<file path="config.mk">
export PLATFORM = sky130hd
export DESIGN_NAME = pdma_byte_fifo
export DESIGN_NICKNAME = d
export VERILOG_FILES = /design/src/rtl/pf_pkg.sv /design/src/rtl/pf_req_decode.sv /design/src/rtl/pf_store.sv /design/src/rtl/pdma_byte_fifo.sv
export SDC_FILE = /design/constraint.sdc
export NUM_CORES = 1
export LEC_CHECK = 0
export BUFFER_PORTS_ARGS = -buffer_cell sky130_fd_sc_hd__buf_2
export CAP_MARGIN = 20
export CORE_UTILIZATION = 37
export CTS_CLUSTER_DIAMETER = 50
export CTS_CLUSTER_SIZE = 28
export DETAILED_ROUTE_END_ITERATION = 12
export HOLD_SLACK_MARGIN = 0.1
export PLACE_DENSITY = 0.57
export SYNTH_ARGS = -nofsm -noshare
export SYNTH_HDL_FRONTEND = slang
export SYNTH_SLANG_ARGS = --single-unit
export TNS_END_PERCENT = 1
</file>
<file path="constraint.sdc">
create_clock -name clk -period 5.3 [get_ports clk]
set_clock_uncertainty 0.2 [all_clocks]
set_input_delay 0.265 -clock clk [delete_from_list [all_inputs] [get_ports clk]]
set_output_delay 0.265 -clock clk [all_outputs]
set_load 0.03 [all_outputs]
</file>
<file path="src/rtl/pf_pkg.sv">
package pf_pkg;
   typedef enum logic [1:0] {
      SRC_NONE = 2'd0,
      SRC_PDMA = 2'd1,
      SRC_HOST = 2'd2,
      SRC_SCSI = 2'd3
   } pop_src_e;
endpackage

</file>
<file path="src/rtl/pf_req_decode.sv">
module pf_req_decode
   import pf_pkg::*;
(
   input  logic        pd_wr_en,
   input  logic        pd_rd_en,
   input  logic        pd_wide,
   input  logic [15:0] pd_wr_data,
   input  logic        steer_cmd,
   input  logic        tc_zero,
   input  logic        tc_one,
   input  logic        hst_wr_en,
   input  logic [7:0]  hst_wr_data,
   input  logic        hst_rd_en,
   input  logic        sc_push,
   input  logic [7:0]  sc_push_data,
   input  logic        sc_pop,
   output logic [1:0]  push_n,
   output logic [7:0]  push_b0,
   output logic [7:0]  push_b1,
   output logic [1:0]  pop_n,
   output pop_src_e    pop_src,
   output logic [1:0]  pd_n,
   output logic [1:0]  cmd_n,
   output logic [15:0] cmd_word
);
   logic hi_ok, lo_ok;

   // counter gating: each byte needs a nonzero counter at its turn
   assign hi_ok = !tc_zero;
   assign lo_ok = pd_wide && !tc_zero && !tc_one;

   always_comb begin
      pd_n = 2'd0;
      if (pd_wr_en) begin
         pd_n = pd_wide ? (2'(hi_ok) + 2'(lo_ok)) : 2'(hi_ok);
      end
   end

   assign cmd_n    = steer_cmd ? pd_n : 2'd0;
   assign cmd_word = pd_wide ? pd_wr_data : {8'h00, pd_wr_data[7:0]};

   // push arbitration: pseudo-DMA, then host, then bus side
   always_comb begin
      push_n  = 2'd0;
      push_b0 = 8'h00;
      push_b1 = 8'h00;
      if (pd_wr_en && !steer_cmd) begin
         push_n  = pd_n;
         push_b0 = pd_wide ? pd_wr_data[15:8] : pd_wr_data[7:0];
         push_b1 = pd_wr_data[7:0];
      end else if (hst_wr_en) begin
         push_n  = 2'd1;
         push_b0 = hst_wr_data;
      end else if (sc_push) begin
         push_n  = 2'd1;
         push_b0 = sc_push_data;
      end
   end

   // pop arbitration, same order
   always_comb begin
      pop_n   = 2'd0;
      pop_src = SRC_NONE;
      if (pd_rd_en) begin
         pop_n   = pd_wide ? 2'd2 : 2'd1;
         pop_src = SRC_PDMA;
      end else if (hst_rd_en) begin
         pop_n   = 2'd1;
         pop_src = SRC_HOST;
      end else if (sc_pop) begin
         pop_n   = 2'd1;
         pop_src = SRC_SCSI;
      end
   end
endmodule

</file>
<file path="src/rtl/pf_store.sv">
module pf_store #(
   parameter int DEPTH      = 16,
   parameter int PAD_ENABLE = 1,
   localparam int AW = $clog2(DEPTH),
   localparam int CW = $clog2(DEPTH + 1)
) (
   input  logic          clk,
   input  logic          rst_n,
   input  logic          flush,
   input  logic          pad,
   input  logic [1:0]    push_n,
   input  logic [7:0]    push_b0,
   input  logic [7:0]    push_b1,
   input  logic [1:0]    pop_n,
   output logic [CW-1:0] count,
   output logic [7:0]    head0,
   output logic [7:0]    head1,
   output logic          pop_taken,
   output logic          overrun
);
   logic [AW-1:0] rd_ptr, wr_ptr;
   logic [CW-1:0] free_w, pop_req, push_req, pop_act, push_act;
   logic          pad_go, move_go;
   logic [7:0]    slot_q [DEPTH];

   generate
      if (PAD_ENABLE != 0) begin : g_pad
         assign pad_go = pad && !flush;
      end else begin : g_nopad
         assign pad_go = 1'b0;
      end
   endgenerate

   assign move_go   = !flush && !pad_go;
   assign pop_taken = move_go;
   assign free_w    = CW'(DEPTH) - count;
   assign pop_req   = CW'(pop_n);
   assign push_req  = CW'(push_n);
   assign pop_act   = (pop_req > count) ? count : pop_req;
   assign push_act  = (push_req > free_w) ? free_w : push_req;

   assign head0 = (count != '0) ? slot_q[rd_ptr] : 8'h00;
   assign head1 = (count > CW'(1)) ? slot_q[rd_ptr + AW'(1)] : 8'h00;

   generate
      for (genvar j = 0; j < DEPTH; j++) begin : g_slot
         logic [AW-1:0] off;
         logic [7:0]    q;
         assign off = AW'(j) - wr_ptr;
         always_ff @(posedge clk) begin
            if (pad_go && (CW'(off) < free_w)) begin
               q <= 8'h00;
            end else if (move_go && off == '0 && push_act != '0) begin
               q <= push_b0;
            end else if (move_go && off == AW'(1) && push_act == CW'(2)) begin
               q <= push_b1;
            end
         end
         assign slot_q[j] = q;
      end
   endgenerate

   always_ff @(posedge clk or negedge rst_n) begin
      if (!rst_n) begin
         rd_ptr  <= '0;
         wr_ptr  <= '0;
         count   <= '0;
         overrun <= 1'b0;
      end else if (flush) begin
         rd_ptr  <= '0;
         wr_ptr  <= '0;
         count   <= '0;
         overrun <= 1'b0;
      end else if (pad_go) begin
         wr_ptr  <= rd_ptr;
         count   <= CW'(DEPTH);
         overrun <= 1'b0;
      end else begin
         rd_ptr  <= rd_ptr + AW'(pop_act);
         wr_ptr  <= wr_ptr + AW'(push_act);
         count   <= count - pop_act + push_act;
         overrun <= (push_act != push_req);
      end
   end
endmodule

</file>
<file path="src/rtl/pdma_byte_fifo.sv">
module pdma_byte_fifo
   import pf_pkg::*;
#(
   parameter int DEPTH      = 16,
   parameter int FLAG_W     = 5,
   parameter int DRQ_LEVEL  = 2,
   parameter int PAD_ENABLE = 1
) (
   input  logic              clk,
   input  logic              rst_n,
   input  logic              flush,
   input  logic              pad_en,
   input  logic              steer_cmd,
   input  logic              tc_zero,
   input  logic              tc_one,
   input  logic              hst_wr_en,
   input  logic [7:0]        hst_wr_data,
   input  logic              hst_rd_en,
   output logic [7:0]        hst_rd_data,
   input  logic              sc_push,
   input  logic [7:0]        sc_push_data,
   input  logic              sc_pop,
   output logic [7:0]        sc_pop_data,
   input  logic              pd_wr_en,
   input  logic              pd_rd_en,
   input  logic              pd_wide,
   input  logic [15:0]       pd_wr_data,
   output logic [15:0]       pd_rd_data,
   output logic [FLAG_W-1:0] fifo_flags,
   output logic              drq,
   output logic              overrun,
   output logic [1:0]        tc_dec,
   output logic [1:0]        cmd_cnt,
   output logic [15:0]       cmd_data
);
   localparam int CW = $clog2(DEPTH + 1);

   generate
      if (DEPTH < 2 || (DEPTH & (DEPTH - 1)) != 0) begin : g_bad_depth
         $error("DEPTH must be a power of two of at least 2");
      end
      if (FLAG_W < CW) begin : g_bad_flags
         $error("FLAG_W too narrow for DEPTH");
      end
      if (DRQ_LEVEL < 1 || DRQ_LEVEL > DEPTH) begin : g_bad_drq
         $error("DRQ_LEVEL out of range");
      end
   endgenerate

   logic [1:0]    push_n, pop_n, pd_n, cmd_n;
   logic [7:0]    push_b0, push_b1, head0, head1;
   logic [15:0]   cmd_word;
   pop_src_e      pop_src;
   logic [CW-1:0] count;
   logic          pop_taken;

   pf_req_decode u_dec (
      .pd_wr_en    (pd_wr_en),
      .pd_rd_en    (pd_rd_en),
      .pd_wide     (pd_wide),
      .pd_wr_data  (pd_wr_data),
      .steer_cmd   (steer_cmd),
      .tc_zero     (tc_zero),
      .tc_one      (tc_one),
      .hst_wr_en   (hst_wr_en),
      .hst_wr_data (hst_wr_data),
      .hst_rd_en   (hst_rd_en),
      .sc_push     (sc_push),
      .sc_push_data(sc_push_data),
      .sc_pop      (sc_pop),
      .push_n      (push_n),
      .push_b0     (push_b0),
      .push_b1     (push_b1),
      .pop_n       (pop_n),
      .pop_src     (pop_src),
      .pd_n        (pd_n),
      .cmd_n       (cmd_n),
      .cmd_word    (cmd_word)
   );

   pf_store #(.DEPTH(DEPTH), .PAD_ENABLE(PAD_ENABLE)) u_store (
      .clk      (clk),
      .rst_n    (rst_n),
      .flush    (flush),
      .pad      (pad_en),
      .push_n   (push_n),
      .push_b0  (push_b0),
      .push_b1  (push_b1),
      .pop_n    (pop_n),
      .count    (count),
      .head0    (head0),
      .head1    (head1),
      .pop_taken(pop_taken),
      .overrun  (overrun)
   );

   assign fifo_flags = FLAG_W'(count);
   assign drq        = (count >= CW'(DRQ_LEVEL));

   always_ff @(posedge clk or negedge rst_n) begin
      if (!rst_n) begin
         hst_rd_data <= 8'h00;
         sc_pop_data <= 8'h00;
         pd_rd_data  <= 16'h0000;
         tc_dec      <= 2'd0;
         cmd_cnt     <= 2'd0;
         cmd_data    <= 16'h0000;
      end else begin
         tc_dec   <= pd_n;
         cmd_cnt  <= cmd_n;
         cmd_data <= cmd_word;
         if (pop_taken) begin
            case (pop_src)
               SRC_PDMA: pd_rd_data  <= pd_wide ? {head0, head1} : {8'h00, head0};
               SRC_HOST: hst_rd_data <= head0;
               SRC_SCSI: sc_pop_data <= head0;
               default:  ;
            endcase
         end
      end
   end
endmodule

</file>
==> impl_metrics.prom, run 1 <==
# TYPE chip_impl_metric gauge
chip_impl_metric{name="layout.core_utilization",unit="%"} 42.3
chip_impl_info{name="tritoncts",value="done"} 1
chip_impl_metric{name="p_sw",unit="mW"} 4.03
chip_impl_metric{name="proportion_of_layout_cells_with_a_drive_suffix_above_1",unit="%"} 20.7
chip_impl_metric{name="final-max-slew-violation-count",unit=""} 0
chip_impl_metric{name="cts_resized",unit=""} 0
chip_impl_info{name="run_status",value="completed"} 1
chip_impl_metric{name="global_route_wire_length_before_repair",unit="µm"} 72400
chip_impl_info{name="critical_path.startpoint_type",value="register"} 1
chip_impl_metric{name="drtPass1Iterations",unit=""} 5
chip_impl_metric{name="relSlewSlack",unit="%"} 28.8
chip_impl_metric{name="drcViolationCount",unit=""} 0
chip_impl_metric{name="synth-edff-count",unit=""} 0
chip_impl_metric{name="clock_latency_on_the_worst_skew_pair",unit="ps"} 450
chip_impl_metric{name="ys_warn_count",unit=""} 0
chip_impl_metric{name="total_overflow_reported_by_the_global_router",unit=""} 0
chip_impl_metric{name="place_congestion",unit=""} 0.934
chip_impl_metric{name="grt_pass1_vias",unit=""} 11500
chip_impl_metric{name="worstMarginPinSlew",unit="ps"} 1060
chip_impl_info{name="postSynth.topFlopCell",value="dfxtp_1"} 1
chip_impl_metric{name="holdWs",unit="ps"} 116
chip_impl_metric{name="synth.distinct_cells",unit=""} 89
chip_impl_metric{name="start_util",unit="%"} 37.4
chip_impl_metric{name="setup_ws",unit="ps"} 477
chip_impl_metric{name="sequentialPowerShare",unit="%"} 25.9
chip_impl_info{name="synth.most_common_cell",value="dfxtp_1"} 1
chip_impl_metric{name="cp_num_buf_inv",unit=""} 4
chip_impl_metric{name="core",unit="mm²"} 0.0355
chip_impl_metric{name="power.internal",unit="mW"} 4.41
chip_impl_metric{name="grt_max_degree",unit=""} 62
chip_impl_metric{name="final-hold-violation-count",unit=""} 0
chip_impl_metric{name="syn2layout_area_growth",unit="%"} 12.9
chip_impl_metric{name="num_rows",unit=""} 69
chip_impl_metric{name="power_frac_clock",unit="%"} 15.2
chip_impl_info{name="worst_path_most_repeated_cell",value="inv_1"} 1
chip_impl_metric{name="die-height",unit="µm"} 191
chip_impl_metric{name="cts.clk_slew.worst_paths",unit="ps"} 90
chip_impl_metric{name="worst-endpoint-arrival",unit="ps"} 5010
chip_impl_metric{name="ys_seq_area_share",unit="%"} 31.7
chip_impl_metric{name="tmin_final",unit="ps"} 4820
chip_impl_metric{name="floorplan.die.width",unit="µm"} 191
chip_impl_metric{name="post_cts_buffers",unit=""} 0
chip_impl_metric{name="groute.usage.overall",unit="%"} 26.5
chip_impl_info{name="timing_worst_setup_path_type",value="reg -> reg"} 1
chip_impl_metric{name="worst-r2r-cell-count",unit=""} 17
chip_impl_info{name="critPathCaptureType",value="register"} 1
chip_impl_metric{name="place.port_buffers",unit=""} 104
chip_impl_metric{name="number_of_antenna_violations_at_the_first_check_in_global_routing",unit=""} 1
chip_impl_metric{name="maxcap_violations",unit=""} 0
chip_impl_metric{name="routed-via-count",unit=""} 12000
chip_impl_metric{name="worst-path-stages",unit=""} 17
chip_impl_metric{name="tritoncts.num_buffers",unit=""} 17
chip_impl_metric{name="first_iter_violations",unit=""} 1213
chip_impl_metric{name="power.share.switching",unit="%"} 47.7
chip_impl_info{name="family_with_the_most_delay_on_the_worst_path",value="adder cells"} 1
chip_impl_metric{name="total_number_of_clock_tree_sinks",unit=""} 194
chip_impl_metric{name="final_nets",unit=""} 1581
chip_impl_metric{name="power.density",unit="mW/mm²"} 563
chip_impl_metric{name="dp_worst_setup_slack",unit="ps"} 427
chip_impl_metric{name="detailed_place_hpwl",unit="µm"} 35500
chip_impl_info{name="crit_path_top_delay_cell",value="fa_1"} 1
chip_impl_info{name="yosys-top-cells-area",value="dfxtp_1 (19%), dfrtp_1 (12%), mux4_2 (12%)"} 1
chip_impl_metric{name="static-leakage-power",unit="nW"} 5.90
chip_impl_metric{name="htree_levels",unit=""} 4
chip_impl_metric{name="synth_seq_cells",unit=""} 194
chip_impl_info{name="rsz_0062_raised_after_global_routing",value="false"} 1
chip_impl_metric{name="die_area",unit="mm²"} 0.0367
chip_impl_metric{name="finalWirelength",unit="µm"} 47800
chip_impl_info{name="critical_path_cell_sequence",value="inv_1, ha_1, inv_1, ha_1, nor2b_1, o221ai_2, nor2_2, o31ai_1, inv_1, fa_1, inv_1, fa_1, a21o_1, a21oi_1, xnor2_1, nor2_1, nor2_1"} 1
chip_impl_metric{name="syn_area_per_cell",unit="µm²"} 9.67
chip_impl_info{name="cts_root_buf",value="clkbuf_16"} 1
chip_impl_metric{name="mappedNetlistArea",unit="mm²"} 0.0133
chip_impl_metric{name="synth_largest_type_area_fraction",unit="%"} 19.3
chip_impl_metric{name="antenna_left",unit=""} 0
chip_impl_metric{name="required",unit="ps"} 5490
chip_impl_metric{name="clockBufferDepth",unit=""} 2
chip_impl_metric{name="timing.final.crit_share",unit="%"} 91.0
chip_impl_metric{name="slowest_delay",unit="ps"} 530
chip_impl_metric{name="synth_cells",unit=""} 1374
chip_impl_metric{name="critical_path_fanouts_max",unit=""} 8
chip_impl_info{name="yosys.area.top_type",value="dfxtp_1"} 1
chip_impl_metric{name="number_of_hold_buffers_added_after_cts",unit=""} 22
chip_impl_metric{name="wire_per_inst",unit="µm"} 24.6
chip_impl_metric{name="top_level_ports",unit=""} 105
chip_impl_metric{name="postSynth.asyncResetShare",unit="%"} 34.0
chip_impl_metric{name="share_comb_of_total_power",unit="%"} 58.9
chip_impl_info{name="hold_class",value="in -> reg"} 1
chip_impl_metric{name="holdPathStages",unit=""} 3
chip_impl_metric{name="irDropWorstVdd",unit="mV"} 0.364
chip_impl_metric{name="timing.final.setup_violations",unit=""} 0
chip_impl_metric{name="fin_tns_setup",unit="ps"} 0
chip_impl_info{name="synth_common_cells",value="dfxtp_1 (128), nand2_1 (125), a21oi_1 (95), mux2i_1 (84), nor2_1 (84)"} 1
chip_impl_metric{name="viasPerCell",unit=""} 6.21
chip_impl_metric{name="max_freq",unit="MHz"} 207
## cell families (layout without fill, tap and decap cells)
| family | Yosys count | in the layout | synth area share [%] |
|---|---|---|---|
| AOI/OAI and AO/OA | 410 | 410 | 21.6 |
| and+or+nand+nor | 367 | 367 | 13.1 |
| DFF | 194 | 194 | 31.7 |
| muxes | 173 | 173 | 20.4 |
| buffers and inverters | 139 | 239 | 4.81 |
| adders and majority gates | 70 | 70 | 6.93 |
| xor gates and xnor gates | 19 | 19 | 1.31 |
| other | 2 | 7 | 0.0565 |
## layer usage
metal | track usage (%) | part of all wire [%] | up-vias
met3 | 4.83 | 8.7 | 96
li1 | - | - | 5373
met4 | 12.1 | 4.1 | 0
met2 | 41.3 | 45 | 638
met5 | 0 | 0 | -
met1 | 35.5 | 42 | 5940
## layout make-up
type / instances / area, µm²
fill: 3414 / 20500
multi-input combinational: 1045 / 8450
sequential: 194 / 4220
timing repair buffer: 162 / 1020
tap: 461 / 577
clock buffer: 18 / 429
inverter: 45 / 169
clock inverter: 14 / 126
antenna: 1 / 2.50
## power groups by stage
| stage | combinational, mW | sequential [mW] | clock, mW |
|---|---|---|---|
| after floorplan | 3.39 | 2.29 | 0 |
| after global placement | 4.76 | 2.19 | 0 |
| after detailed placement | 4.84 | 2.20 | 0 |
| after CTS | 4.88 | 2.17 | 1.29 |
| after global routing | 5.44 | 2.22 | 1.35 |
| final | 4.97 | 2.19 | 1.28 |
## worst register-to-register path, stage by stage, from the launching register on
cell,delay [ps]
dfrtp_1,510
inv_1,180
ha_1,450
inv_1,190
ha_1,320
nor2b_1,160
o221ai_2,350
nor2_2,90
o31ai_1,440
inv_1,180
fa_1,530
inv_1,70
fa_1,460
a21o_1,200
a21oi_1,170
xnor2_1,130
nor2_1,50
nor2_1,100
## cells in the final DEF, fill, tap and decap left out, types with 41 or more instances in the layout
master      n
o21ai_0    66
mux4_2     72
nand2_1   125
nor3_1     54
ha_1       63
inv_1      41
a21oi_1    95
dfrtp_1    65
dfxtp_1   128
buf_2     104
nor2_1     84
mux2i_1    84
a211oi_1   54
## registers in the layout, indices dropped and copies added (netlist names)
register and cells:
u_store.wr_ptr 4, u_store.g_slot.q 128, u_store.overrun 1, cmd_cnt 2, cmd_data 16, sc_pop_data 8
hst_rd_data 8, u_store.rd_ptr 4, pd_rd_data 16, u_store.count 5, tc_dec 2
## path summary, 6_finish.rpt
check,startpoint,endpoint,slack (ps)
setup / recovery,u_store.count[1]$_DFF_PN0_,u_store.count[4]$_DFF_PN0_,480
hold / removal,tc_zero,cmd_cnt[0]$_DFF_PN0_,120
setup reg to reg,u_store.count[1]$_DFF_PN0_,u_store.count[4]$_DFF_PN0_,480
hold reg to reg,hst_rd_data[4]$_DFFE_PN0P_,hst_rd_data[4]$_DFFE_PN0P_,280
max in group asynchronous,rst_n,pd_rd_data[2]$_DFFE_PN0P_,3750
min in group asynchronous,rst_n,u_store.count[2]$_DFF_PN0_,200
## stage by stage
step                      power [mW]  area [µm²]  cells
after global routing            9.01       15000   1939
after floorplan                 5.68       13300   1378
after CTS                       8.33       15000   1936
after global placement          6.95       14200   1882
final                           8.44       15000   1940
after detailed placement        7.04       14200   1882
Power figures use the tool's default switching activity.
==> run 2: changes to the inputs <==
--- a/config.mk
+++ b/config.mk
@@ -5,6 +5,7 @@
 export SDC_FILE = /design/constraint.sdc
 export NUM_CORES = 1
 export LEC_CHECK = 0
+export ABC_AREA = 1
 export BUFFER_PORTS_ARGS = -buffer_cell sky130_fd_sc_hd__buf_2
 export CAP_MARGIN = 20
 export CORE_UTILIZATION = 37
==> impl_metrics.prom, run 2 <==
# TYPE chip_impl_metric gauge
chip_impl_info{name="synth.most_common_cell",value="nor2_1"} 1
chip_impl_info{name="critical_path.startpoint_type",value="input port"} 1
chip_impl_metric{name="detailed_place_hpwl",unit="µm"} 34900
chip_impl_metric{name="htree_levels",unit=""} 4
chip_impl_metric{name="postPlaceCellArea",unit="mm²"} 0.0138
chip_impl_metric{name="viasPerCell",unit=""} 5.60
chip_impl_info{name="rsz_0062_raised_after_global_routing",value="false"} 1
chip_impl_info{name="largest_register_by_flop_count",value="u_store.g_slot.q"} 1
chip_impl_metric{name="final.fill_count",unit=""} 3616
chip_impl_metric{name="largest_register_ff_count",unit=""} 128
chip_impl_metric{name="final-max-slew-violation-count",unit=""} 0
chip_impl_metric{name="tritoncts.num_buffers",unit=""} 17
chip_impl_metric{name="final_nets",unit=""} 2187
chip_impl_metric{name="required",unit="ps"} 5500
chip_impl_info{name="run_status",value="completed"} 1
chip_impl_info{name="yosys-top-cells-area",value="dfxtp_1 (20%), dfrtp_1 (13%), nor2_1 (11%)"} 1
chip_impl_metric{name="antenna_left",unit=""} 0
chip_impl_metric{name="relSlewSlack",unit="%"} 21.6
chip_impl_metric{name="sequentialPowerShare",unit="%"} 25.4
chip_impl_metric{name="p_sw",unit="mW"} 4.29
chip_impl_metric{name="irDropWorstVdd",unit="mV"} 0.270
chip_impl_metric{name="top_level_ports",unit=""} 105
chip_impl_metric{name="grt_pass1_vias",unit=""} 13100
chip_impl_metric{name="synth-edff-count",unit=""} 0
chip_impl_metric{name="clockBufferDepth",unit=""} 2
chip_impl_metric{name="syn2layout_area_growth",unit="%"} 13.5
chip_impl_metric{name="critical_path_fanouts_max",unit=""} 18
chip_impl_metric{name="setup_ws",unit="ps"} 414
chip_impl_info{name="synth_common_cells",value="nor2_1 (375), nand2_1 (330), o21ai_0 (232), nand3_1 (171), inv_1 (157)"} 1
chip_impl_metric{name="place_congestion",unit=""} 0.966
chip_impl_metric{name="power.density",unit="mW/mm²"} 566
chip_impl_metric{name="final-hold-violation-count",unit=""} 0
chip_impl_metric{name="slowest_delay",unit="ps"} 590
chip_impl_metric{name="grt_max_degree",unit=""} 83
chip_impl_metric{name="synth_largest_type_area_fraction",unit="%"} 19.7
chip_impl_metric{name="layout.core_utilization",unit="%"} 42.7
chip_impl_metric{name="die-height",unit="µm"} 190
chip_impl_metric{name="ys_warn_count",unit=""} 0
chip_impl_metric{name="maxcap_violations",unit=""} 0
chip_impl_metric{name="dp_worst_setup_slack",unit="ps"} 839
chip_impl_metric{name="first_iter_violations",unit=""} 1461
chip_impl_metric{name="groute.usage.overall",unit="%"} 28.6
chip_impl_metric{name="floorplan.die.width",unit="µm"} 190
chip_impl_metric{name="ys_seq_area_share",unit="%"} 32.4
chip_impl_metric{name="global_route_wire_length_before_repair",unit="µm"} 77900
chip_impl_metric{name="cts_resized",unit=""} 0
chip_impl_info{name="hold_class",value="in -> reg"} 1
chip_impl_metric{name="routed-via-count",unit=""} 14200
chip_impl_info{name="critical_path_cell_sequence",value="dlygate4sd3_1, buf_2, inv_2, nor3_1, ha_1, nand3_1, nor2_1, ha_1, inv_1, a21oi_1, nand4_1, nand2_1, nand2_1, nand2_1, nand2_1, buf_4, inv_1, ha_1, inv_1, fa_1, xor2_1, a211oi_1, dlygate4sd3_1"} 1
chip_impl_metric{name="die_area",unit="mm²"} 0.0360
chip_impl_metric{name="start_util",unit="%"} 37.6
chip_impl_metric{name="multi_input_area",unit="mm²"} 0.00767
chip_impl_metric{name="number_of_hold_buffers_added_after_cts",unit=""} 35
chip_impl_metric{name="n_antenna_cell",unit=""} 0
chip_impl_metric{name="worstMarginPinSlew",unit="ps"} 1170
chip_impl_metric{name="static-leakage-power",unit="nW"} 6.64
chip_impl_metric{name="proportion_of_layout_cells_with_a_drive_suffix_above_1",unit="%"} 9.31
chip_impl_metric{name="tmin_final",unit="ps"} 4890
chip_impl_metric{name="syn_area_per_cell",unit="µm²"} 6.53
chip_impl_metric{name="core",unit="mm²"} 0.0346
chip_impl_metric{name="fin_tns_setup",unit="ps"} 0
chip_impl_metric{name="finalInstanceArea",unit="mm²"} 0.0148
chip_impl_metric{name="synth_cells",unit=""} 1993
chip_impl_metric{name="max_freq",unit="MHz"} 205
chip_impl_metric{name="post_cts_buffers",unit=""} 0
chip_impl_metric{name="drtPass1Iterations",unit=""} 8
chip_impl_metric{name="timing.final.crit_share",unit="%"} 92.2
chip_impl_metric{name="finalWirelength",unit="µm"} 50400
chip_impl_info{name="largest_registers",value="u_store.g_slot.q: 128 flops, cmd_data: 16 flops, pd_rd_data: 16 flops"} 1
chip_impl_metric{name="timing.final.setup_violations",unit=""} 0
chip_impl_metric{name="synth_seq_cells",unit=""} 194
chip_impl_metric{name="synth.distinct_cells",unit=""} 45
chip_impl_metric{name="power_frac_clock",unit="%"} 16.6
chip_impl_info{name="commonest_non_fill_non_tap_cells_in_the_layout",value="nor2_1 (375), nand2_1 (330), o21ai_0 (232)"} 1
chip_impl_metric{name="postSynth.asyncResetShare",unit="%"} 34.0
chip_impl_metric{name="share_comb_of_total_power",unit="%"} 58.1
chip_impl_metric{name="drcViolationCount",unit=""} 0
chip_impl_metric{name="clock_latency_on_the_worst_skew_pair",unit="ps"} 460
chip_impl_info{name="family_with_the_most_delay_on_the_worst_path",value="buffers and inverters"} 1
chip_impl_metric{name="total_number_of_clock_tree_sinks",unit=""} 194
chip_impl_metric{name="final-seq-area",unit="mm²"} 0.00422
chip_impl_metric{name="cp_num_buf_inv",unit=""} 8
chip_impl_info{name="critPathCaptureType",value="register"} 1
chip_impl_metric{name="worst-endpoint-arrival",unit="ps"} 5090
chip_impl_metric{name="total_overflow_reported_by_the_global_router",unit=""} 0
chip_impl_metric{name="num_rows",unit=""} 68
chip_impl_metric{name="number_of_antenna_violations_at_the_first_check_in_global_routing",unit=""} 0
chip_impl_info{name="postSynth.topFlopCell",value="dfxtp_1"} 1
chip_impl_info{name="mostFrequentLayoutCell",value="nor2_1"} 1
chip_impl_metric{name="power.internal",unit="mW"} 4.07
chip_impl_metric{name="cts.clk_slew.worst_paths",unit="ps"} 80
chip_impl_info{name="timing_worst_setup_path_type",value="in -> reg"} 1
chip_impl_info{name="yosys.area.top_type",value="dfxtp_1"} 1
chip_impl_info{name="crit_path_top_delay_cell",value="dlygate4sd3_1"} 1
chip_impl_info{name="worst_path_most_repeated_cell",value="nand2_1"} 1
chip_impl_info{name="tritoncts",value="done"} 1
chip_impl_metric{name="totalPowerFinal",unit="mW"} 8.36
chip_impl_metric{name="place.port_buffers",unit=""} 104
chip_impl_metric{name="wire_per_inst",unit="µm"} 19.9
chip_impl_metric{name="mappedNetlistArea",unit="mm²"} 0.0130
chip_impl_metric{name="power.share.switching",unit="%"} 51.3
chip_impl_info{name="cts_root_buf",value="clkbuf_16"} 1
-- run 2: cell count changes after synthesis, sizes merged, moves of 24 or more --
cell,previous run,this run
o21ai,85,299
mux2i,89,0
nand2,127,350
nor2,86,377
a41oi,28,0
nor3,56,2
mux4,72,0
inv,44,167
a211oi,56,1
nand3,23,171
and2,24,0
a21oi,100,142
-- run 2: stage by stage --
step	hold WS (ps)	instances
2_1_floorplan	-231	1997
3_3_place_gp	193	2471
4_1_cts	120	2539
6_report	124	2539
5_1_grt	174	2539
3_5_place_dp	194	2472
-- run 2: power by group through the flow --
| stage | logic (mW) | registers, mW | clock network (mW) |
|---|---|---|---|
| 2_1_floorplan | 3.18 | 2.24 | 0 |
| 3_3_place_gp | 4.61 | 2.13 | 0 |
| 3_5_place_dp | 4.70 | 2.14 | 0 |
| 4_1_cts | 4.75 | 2.11 | 1.40 |
| 5_1_grt | 5.34 | 2.16 | 1.45 |
| 6_report | 4.86 | 2.12 | 1.39 |
-- run 2: kinds of logic after synthesis --
kind of cell	after synthesis	synth area share [%]
fa+ha+maj	70	7.07
compound gates	529	22.2
other cells	2	0.0577
flops	194	32.4
xor+xnor	12	0.807
buf+inv	278	8.85
simple gates	908	28.6
-- run 2: path summary, 6_finish.rpt --
kind,from,to,slack (ps),depth (start not counted)
max,pd_wide,u_store.wr_ptr[2]$_DFF_PN0_,410,23
min,hst_rd_en,sc_pop_data[4]$_DFFE_PN0P_,120,5
max reg2reg,u_store.count[0]$_DFF_PN0_,u_store.wr_ptr[2]$_DFF_PN0_,690,18
min reg2reg,hst_rd_data[2]$_DFFE_PN0P_,hst_rd_data[2]$_DFFE_PN0P_,280,2
max in group asynchronous,rst_n,u_store.rd_ptr[0]$_DFFE_PN0P_,4010,2
min in group asynchronous,rst_n,u_store.rd_ptr[1]$_DFFE_PN0P_,260,2
-- run 2: final cells by class --
class,count,area share (%)
inverter,170,4.32
sequential,194,28.5
timing repair buffer,163,7.30
clock buffer,21,3.05
tap,455,3.85
clock inverter,11,1.02
multi-input combinational,1525,51.9
-- run 2: routing by layer --
layer / track usage [%] / share of wire, % / vias to the layer above
met4: 9.71 / 3.4 / 0
met5: 0 / 0 / -
met3: 4.96 / 9.6 / 102
met2: 43.8 / 43 / 759
met1: 40.2 / 44 / 6578
li1: - / - / 6776
-- run 2: worst min-delay path, delay by kind of cell --
family | cells | cell delay [ps]
AO/OA/AOI/OAI | 1 | 40
buffers and inverters | 2 | 280
AND/OR/NAND/NOR | 2 | 140
